`src/rtl/edge_cause_unit.sv`:
```
module edge_cause_unit #(
  parameter int NPINS       = 32,
  parameter int SYNC_STAGES = 2,
  parameter int AW          = 8
) (
  input  logic             clk,
  input  logic             rst_n,
  input  logic [NPINS-1:0] pins_i,
  input  logic             bus_we,
  input  logic [AW-1:0]    bus_addr,
  input  logic [NPINS-1:0] bus_wdata,
  output logic [NPINS-1:0] bus_rdata,
  output logic             irq_o
);

  localparam logic [AW-1:0] A_RISE = AW'(8'h00);
  localparam logic [AW-1:0] A_FALL = AW'(8'h04);
  localparam logic [AW-1:0] A_MASK = AW'(8'h08);
  localparam logic [AW-1:0] A_PEND = AW'(8'h0C);
  localparam logic [AW-1:0] A_ACK  = AW'(8'h10);
  localparam int WARM = SYNC_STAGES + 1;
  localparam int CW   = $clog2(WARM + 1);

  logic [SYNC_STAGES-1:0][NPINS-1:0] sync_q;
  logic [NPINS-1:0] prev_q, cur, rise_en_q, fall_en_q, mask_q, cause_q;
  logic [NPINS-1:0] edge_vec, clr_vec, pend;
  logic [CW-1:0]    warm_q;
  logic             armed;

  always_ff @(posedge clk or negedge rst_n) begin
    if (!rst_n) begin
      sync_q <= '0;
      prev_q <= '0;
    end else begin
      sync_q[0] <= pins_i;
      for (int i = 1; i < SYNC_STAGES; i++) sync_q[i] <= sync_q[i-1];
      prev_q <= cur;
    end
  end

  assign cur   = sync_q[SYNC_STAGES-1];
  assign armed = (warm_q == CW'(WARM));

  always_ff @(posedge clk or negedge rst_n) begin
    if (!rst_n)      warm_q <= '0;
    else if (!armed) warm_q <= warm_q + 1'b1;
  end

  assign edge_vec = armed ? ((rise_en_q & cur & ~prev_q) | (fall_en_q & ~cur & prev_q)) : '0;
  assign clr_vec  = (bus_we && bus_addr == A_ACK) ? bus_wdata : '0;

  always_ff @(posedge clk or negedge rst_n) begin
    if (!rst_n) begin
      rise_en_q <= '0;
      fall_en_q <= '0;
      mask_q    <= '0;
      cause_q   <= '0;
    end else begin
      cause_q <= (cause_q & ~clr_vec) | edge_vec;
      if (bus_we) begin
        case (bus_addr)
          A_RISE:  rise_en_q <= bus_wdata;
          A_FALL:  fall_en_q <= bus_wdata;
          A_MASK:  mask_q    <= bus_wdata;
          default: ;
        endcase
      end
    end
  end

  assign pend  = cause_q & mask_q;
  assign irq_o = |pend;

  always_comb begin
    case (bus_addr)
      A_RISE:  bus_rdata = rise_en_q;
      A_FALL:  bus_rdata = fall_en_q;
      A_MASK:  bus_rdata = mask_q;
      A_PEND:  bus_rdata = pend;
      default: bus_rdata = '0;
    endcase
  end

  AST_WARMUP_QUIET: assert property (@(posedge clk) disable iff (!rst_n)
    !armed |-> (cause_q == '0));

  AST_EDGE_WINS: assert property (@(posedge clk) disable iff (!rst_n)
    (edge_vec != '0) |=> ((cause_q & $past(edge_vec)) == $past(edge_vec)));

  AST_STICKY: assert property (@(posedge clk) disable iff (!rst_n)
    (cause_q != '0) |=> ((cause_q & $past(cause_q) & ~$past(clr_vec)) == ($past(cause_q) & ~$past(clr_vec))));

  AST_NO_DISABLED_SET: assert property (@(posedge clk) disable iff (!rst_n)
    armed |=> ((cause_q & ~$past(cause_q) & ~($past(rise_en_q) | $past(fall_en_q))) == '0));

  AST_IRQ_NEEDS_MASK: assert property (@(posedge clk) disable iff (!rst_n)
    irq_o |-> (mask_q != '0 && cause_q != '0));

endmodule

```
`config.mk`:
```
export PLATFORM = sky130hd
export DESIGN_NAME = edge_cause_unit
export DESIGN_NICKNAME = d
export VERILOG_FILES = /design/src/rtl/edge_cause_unit.sv
export SDC_FILE = /design/constraint.sdc
export NUM_CORES = 1
export LEC_CHECK = 0
export BUFFER_PORTS_ARGS = -buffer_cell sky130_fd_sc_hd__buf_4
export CAP_MARGIN = 25
export CORE_MARGIN = 4
export CORE_UTILIZATION = 25
export DETAILED_ROUTE_END_ITERATION = 8
export GPL_TIMING_DRIVEN = 0
export REMOVE_ABC_BUFFERS = 1
export SLEW_MARGIN = 10
export SYNTH_ARGS = -nofsm -noshare
export SYNTH_HDL_FRONTEND = slang
export SYNTH_SLANG_ARGS = --single-unit
```
`constraint.sdc`:
```
create_clock -name clk -period 4.4 [get_ports clk]
set_clock_uncertainty 0.2 [all_clocks]
set_input_delay 0.88 -clock clk [delete_from_list [all_inputs] [get_ports clk]]
set_output_delay 0.88 -clock clk [all_outputs]
set_load 0.02 [all_outputs]
```
After elaboration in Yosys (flattened, before gate mapping)
Index checks and enable logic that the tools add are counted.
{"block": "word_totals", "elab_cells": 34, "regBits": 226, "input_bits": 75}
{"block": "op_classes", "n_eq_ne": 5, "n_bitwise": 11, "add_sub_neg": 1, "muxes": 3, "n_reduce_logical": 6}
{"operator": "$and A32 B32 Y32", "n": 6}
{"operator": "$pmux W32 S4", "n": 1}
{"operator": "$not A32 Y32", "n": 3}
{"operator": "$mux W32", "n": 2}
{"operator": "$or A32 B32 Y32", "n": 2}
{"operator": "$reduce_or A32 Y1", "n": 1}
{"operator": "$eq A8 B4 Y1 const B", "n": 2}
{"operator": "$eq A8 B3 Y1 const B", "n": 1}
{"operator": "$eq A8 B5 Y1 const B", "n": 1}
{"operator": "$logic_not A8 Y1", "n": 1}
{"operator": "$reduce_and A2 Y1", "n": 3}
{"operator": "$add A2 B1 Y2 const B", "n": 1}
{"operator": "$eq A2 B2 Y1 const B", "n": 1}
{"operator": "$logic_and A1 B1 Y1", "n": 1}

Depth between registers and ports, before layout
{"block": "depth", "depth_word": 6, "mapped_depth": 5, "ltp_nobuf": 3}

Worst setup path after synthesis
No wires, ideal clock.
{"block": "synth_path", "path_type": "input-to-output", "from": "input bus_addr[3]", "to": "output bus_rdata[24]", "arrival_ns": 2.016, "setup_slack_ns": 1.304, "stages": 4, "n_path_buf": 1, "path_cell_list": "nor4_2 > nand3_1 > clkbuf_1 > o221ai_1"}
{"block": "synth_between", "elab_chain_len": 2, "elab_cells_between_ends": 5}
{"element": "start, declared", "line": "10", "source": "input logic [AW-1:0] bus_addr,"}
{"element": "$eq A8 B4 Y1 (tied with other cells)", "line": "75", "source": "case (bus_addr)"}
{"element": "$pmux W32 S4 (*)", "line": "75"}
{"element": "end, declared", "line": "12", "source": "output logic [NPINS-1:0] bus_rdata,"}
Every way passes the cells marked *; elsewhere a longest branch is shown, timed or not.

Worst setup path in the final report
{"block": "layout_path", "from": "input bus_addr[3]", "to": "output bus_rdata[19]"}
The elaborated chain is that of the path after synthesis.

==> metrics.cfg <==
[status]
status=finished, final reports clean

[worst_setup_path]
endpoint_kind=primary output
reg2regPathDepth=3
path_class=primary input to primary output
worst-path-max-fanout=17
cp.arrival_ps=3070
worstReg2RegStart=warm_q[0]
reg2reg_setup_slack_ps=2590
critical_path_required_ps=3320
startpoint_type=primary input
r2r_end=warm_q[1]

[cells_and_area]
num_antenna_cells=0
syn_to_final_growth_pct=26.9
fillCellCount=3568
mostFrequentLayoutCells=dfrtp_1, buf_4, o21ai_0
drive_above_1_share_pct=27.5
final_common_cell=dfrtp_1
nNetsFinal=881

[cts]
clkLatencyLatePin_ps=550
h-tree-depth=1
clock_path_buffers=3
cts_made_buffers=27
cts_tree=built
clkTransAtPathRegs_ps=60
clock_sinks=226
post_cts_buffers=0
root_buffer=clkbuf_16

[logic_synthesis]
ys_types=25
yosysWarnings=0
avgSynthCellArea_um2=13.1
yosysSeqAreaShare_pct=62.6
synth_cells=690
ys_ff_latch=226
synth.cell_area_um2=9030

[floorplanning]
die_h_um=198
dieArea_um2=39200
ios=108
rows=69
core_area_um2=35600
die_w_um=198
start_util_pct=25.4

[hold_path]
min_to=cur[30]
min_from=sync_q[30]
hp-class=flop to flop
hold_depth=0

[routing]
vias_per_cell=4.85
vias=6219
wl_mm=24.2
drtIter0Drc=307
ant_nets=0
drc=0
dr.pass1.iters=4
wire_per_inst_um=18.9

[sta]
rsz0062_at_grt=false
fin_crit_ps=4150
finalMaxSlewViolations=0
maxSlewHeadroom_pct=48.2
layout_setup_ws_ps=253
setup_viol=0
clock.fmax_mhz=241
worst_pin_slew_ps=773
setup-tns-final_ps=0
hold_viol_final=0
fin_crit_sh_pct=94.2

[global_route]
antenna_found_initial=1
grt_pass1_wl_mm=38.7
grt_overflow=0
grt_max_degree=94
track_usage_pct=12.4
grt_pass1_vias=6586

[placement]
pre_cts_ws_ps=-108
place.port_buffers=107
place_congestion=0.714
dp_hpwl_mm=16.2

[run]
drv_cap=0

[power]
power_density_nw_per_um2=429
power.total_w=0.00492
ir_worst_vdd_mv=0.297
power.leakage_nw=4.97

## worst max-delay path, cell delays in order
cell	delay (ps)
buf_4	130
nor4_4	500
buf_6	230
nand3_2	450
buf_16	370
o221ai_1	270
buf_4	210
## registers in the layout (all words and copies together), names as in the netlist
signal	count
cur	32
sync_q	32
warm_q	2
mask_q	32
fall_en_q	32
prev_q	32
cause_q	32
rise_en_q	32
## what timing repair did
item | 4_1_cts | 5_1_grt
cloned | 0 | 0
hold buffers | 1 | 0
endpoints found under the hold margin | 2 | 0
endpoints found under the setup margin | 7 | 2
gates resized for setup | 1 | 1
## layout make-up
type	instances	area (um^2)	share of cell area [%]
clock buffer	36	759	6.63
clock inverter	10	66.3	0.579
inverter	33	124	1.08
multi-input combinational	389	3130	27.4
sequential	226	5660	49.4
tap	461	577	5.03
timing repair buffer	128	1140	9.95
## where the power goes
part	switching, W	internal [W]	total [W]
clock	0.000876	0.00121	0.00208
combinational	0.000188	0.000211	0.000400
sequential	0.000151	0.00229	0.00244
total	0.00121	0.00370	0.00492
## worst max-delay path by stage
stage	from	endpoint	slack, ps	depth (start not counted)
after floorplan	bus_addr[5]	bus_rdata[0]	-2720	3
after global placement	bus_addr[3]	bus_rdata[19]	-7910	5
after detailed placement	bus_addr[4]	bus_rdata[24]	-110	6
after CTS	bus_addr[4]	bus_rdata[24]	90	6
after global routing	bus_addr[3]	bus_rdata[19]	110	7
final	bus_addr[3]	bus_rdata[19]	250	7
## synthesized netlist by cell type
master    instances  area, um^2
nand4_1          37         231
o221ai_1         32         280
o22ai_1           1        6.26
buf_1             2        7.51
mux2_1           50         563
xnor2_1           1        8.76
nor3_1            2        10.0
nor2_1            2        7.51
nand4b_1         32         280
a22oi_1          16         120
o21ai_0          63         315
clkbuf_1         30         113
buf_2            10        50.1
a22o_1           32         280
nor4b_4           1        23.8
nand2_1          33         124
dfrtp_1         226        5660
mux2_2           47         529
nand3b_1         31         233
nor4_2            1        12.5
ha_1              1        12.5
inv_1            33         124
nand3_1           4        20.0
nor2b_1           2        12.5
or4_1             1        7.51
## metal layers
| metal | up-vias | track usage [%] | part of all wire (%) |
|---|---|---|---|
| met3 | 37 | 2.88 | 5.6 |
| met4 | 2 | 2.60 | 1.8 |
| met5 | - | 0 | 0.070 |
| met1 | 3200 | 17.3 | 45 |
| met2 | 157 | 20.0 | 47 |
| li1 | 2823 | - | - |
## logic make-up (layout without fill, tap and decap cells)
kind of cell,after synthesis,in the layout,synth area share (%)
compound gates,144,144,11.1
buf+inv,75,207,3.26
fa+ha+maj,1,1,0.139
mux,97,97,12.1
simple gates,146,146,10.7
flops,226,226,62.6
xor+xnor,1,1,0.0970
## through the flow
step | utilization [%] | cell area, um^2 | hold slack, ps | std cells
CTS | 32.2 | 11500 | 148 | 1283
global route | 32.2 | 11500 | 156 | 1283
global placement | 28.8 | 10200 | 131 | 1216
finish | 32.2 | 11500 | 146 | 1283
floorplan | - | 8860 | 131 | 648
detailed placement | 29.8 | 10600 | 135 | 1236
Note: power is estimated with default switching activity, not from simulation.
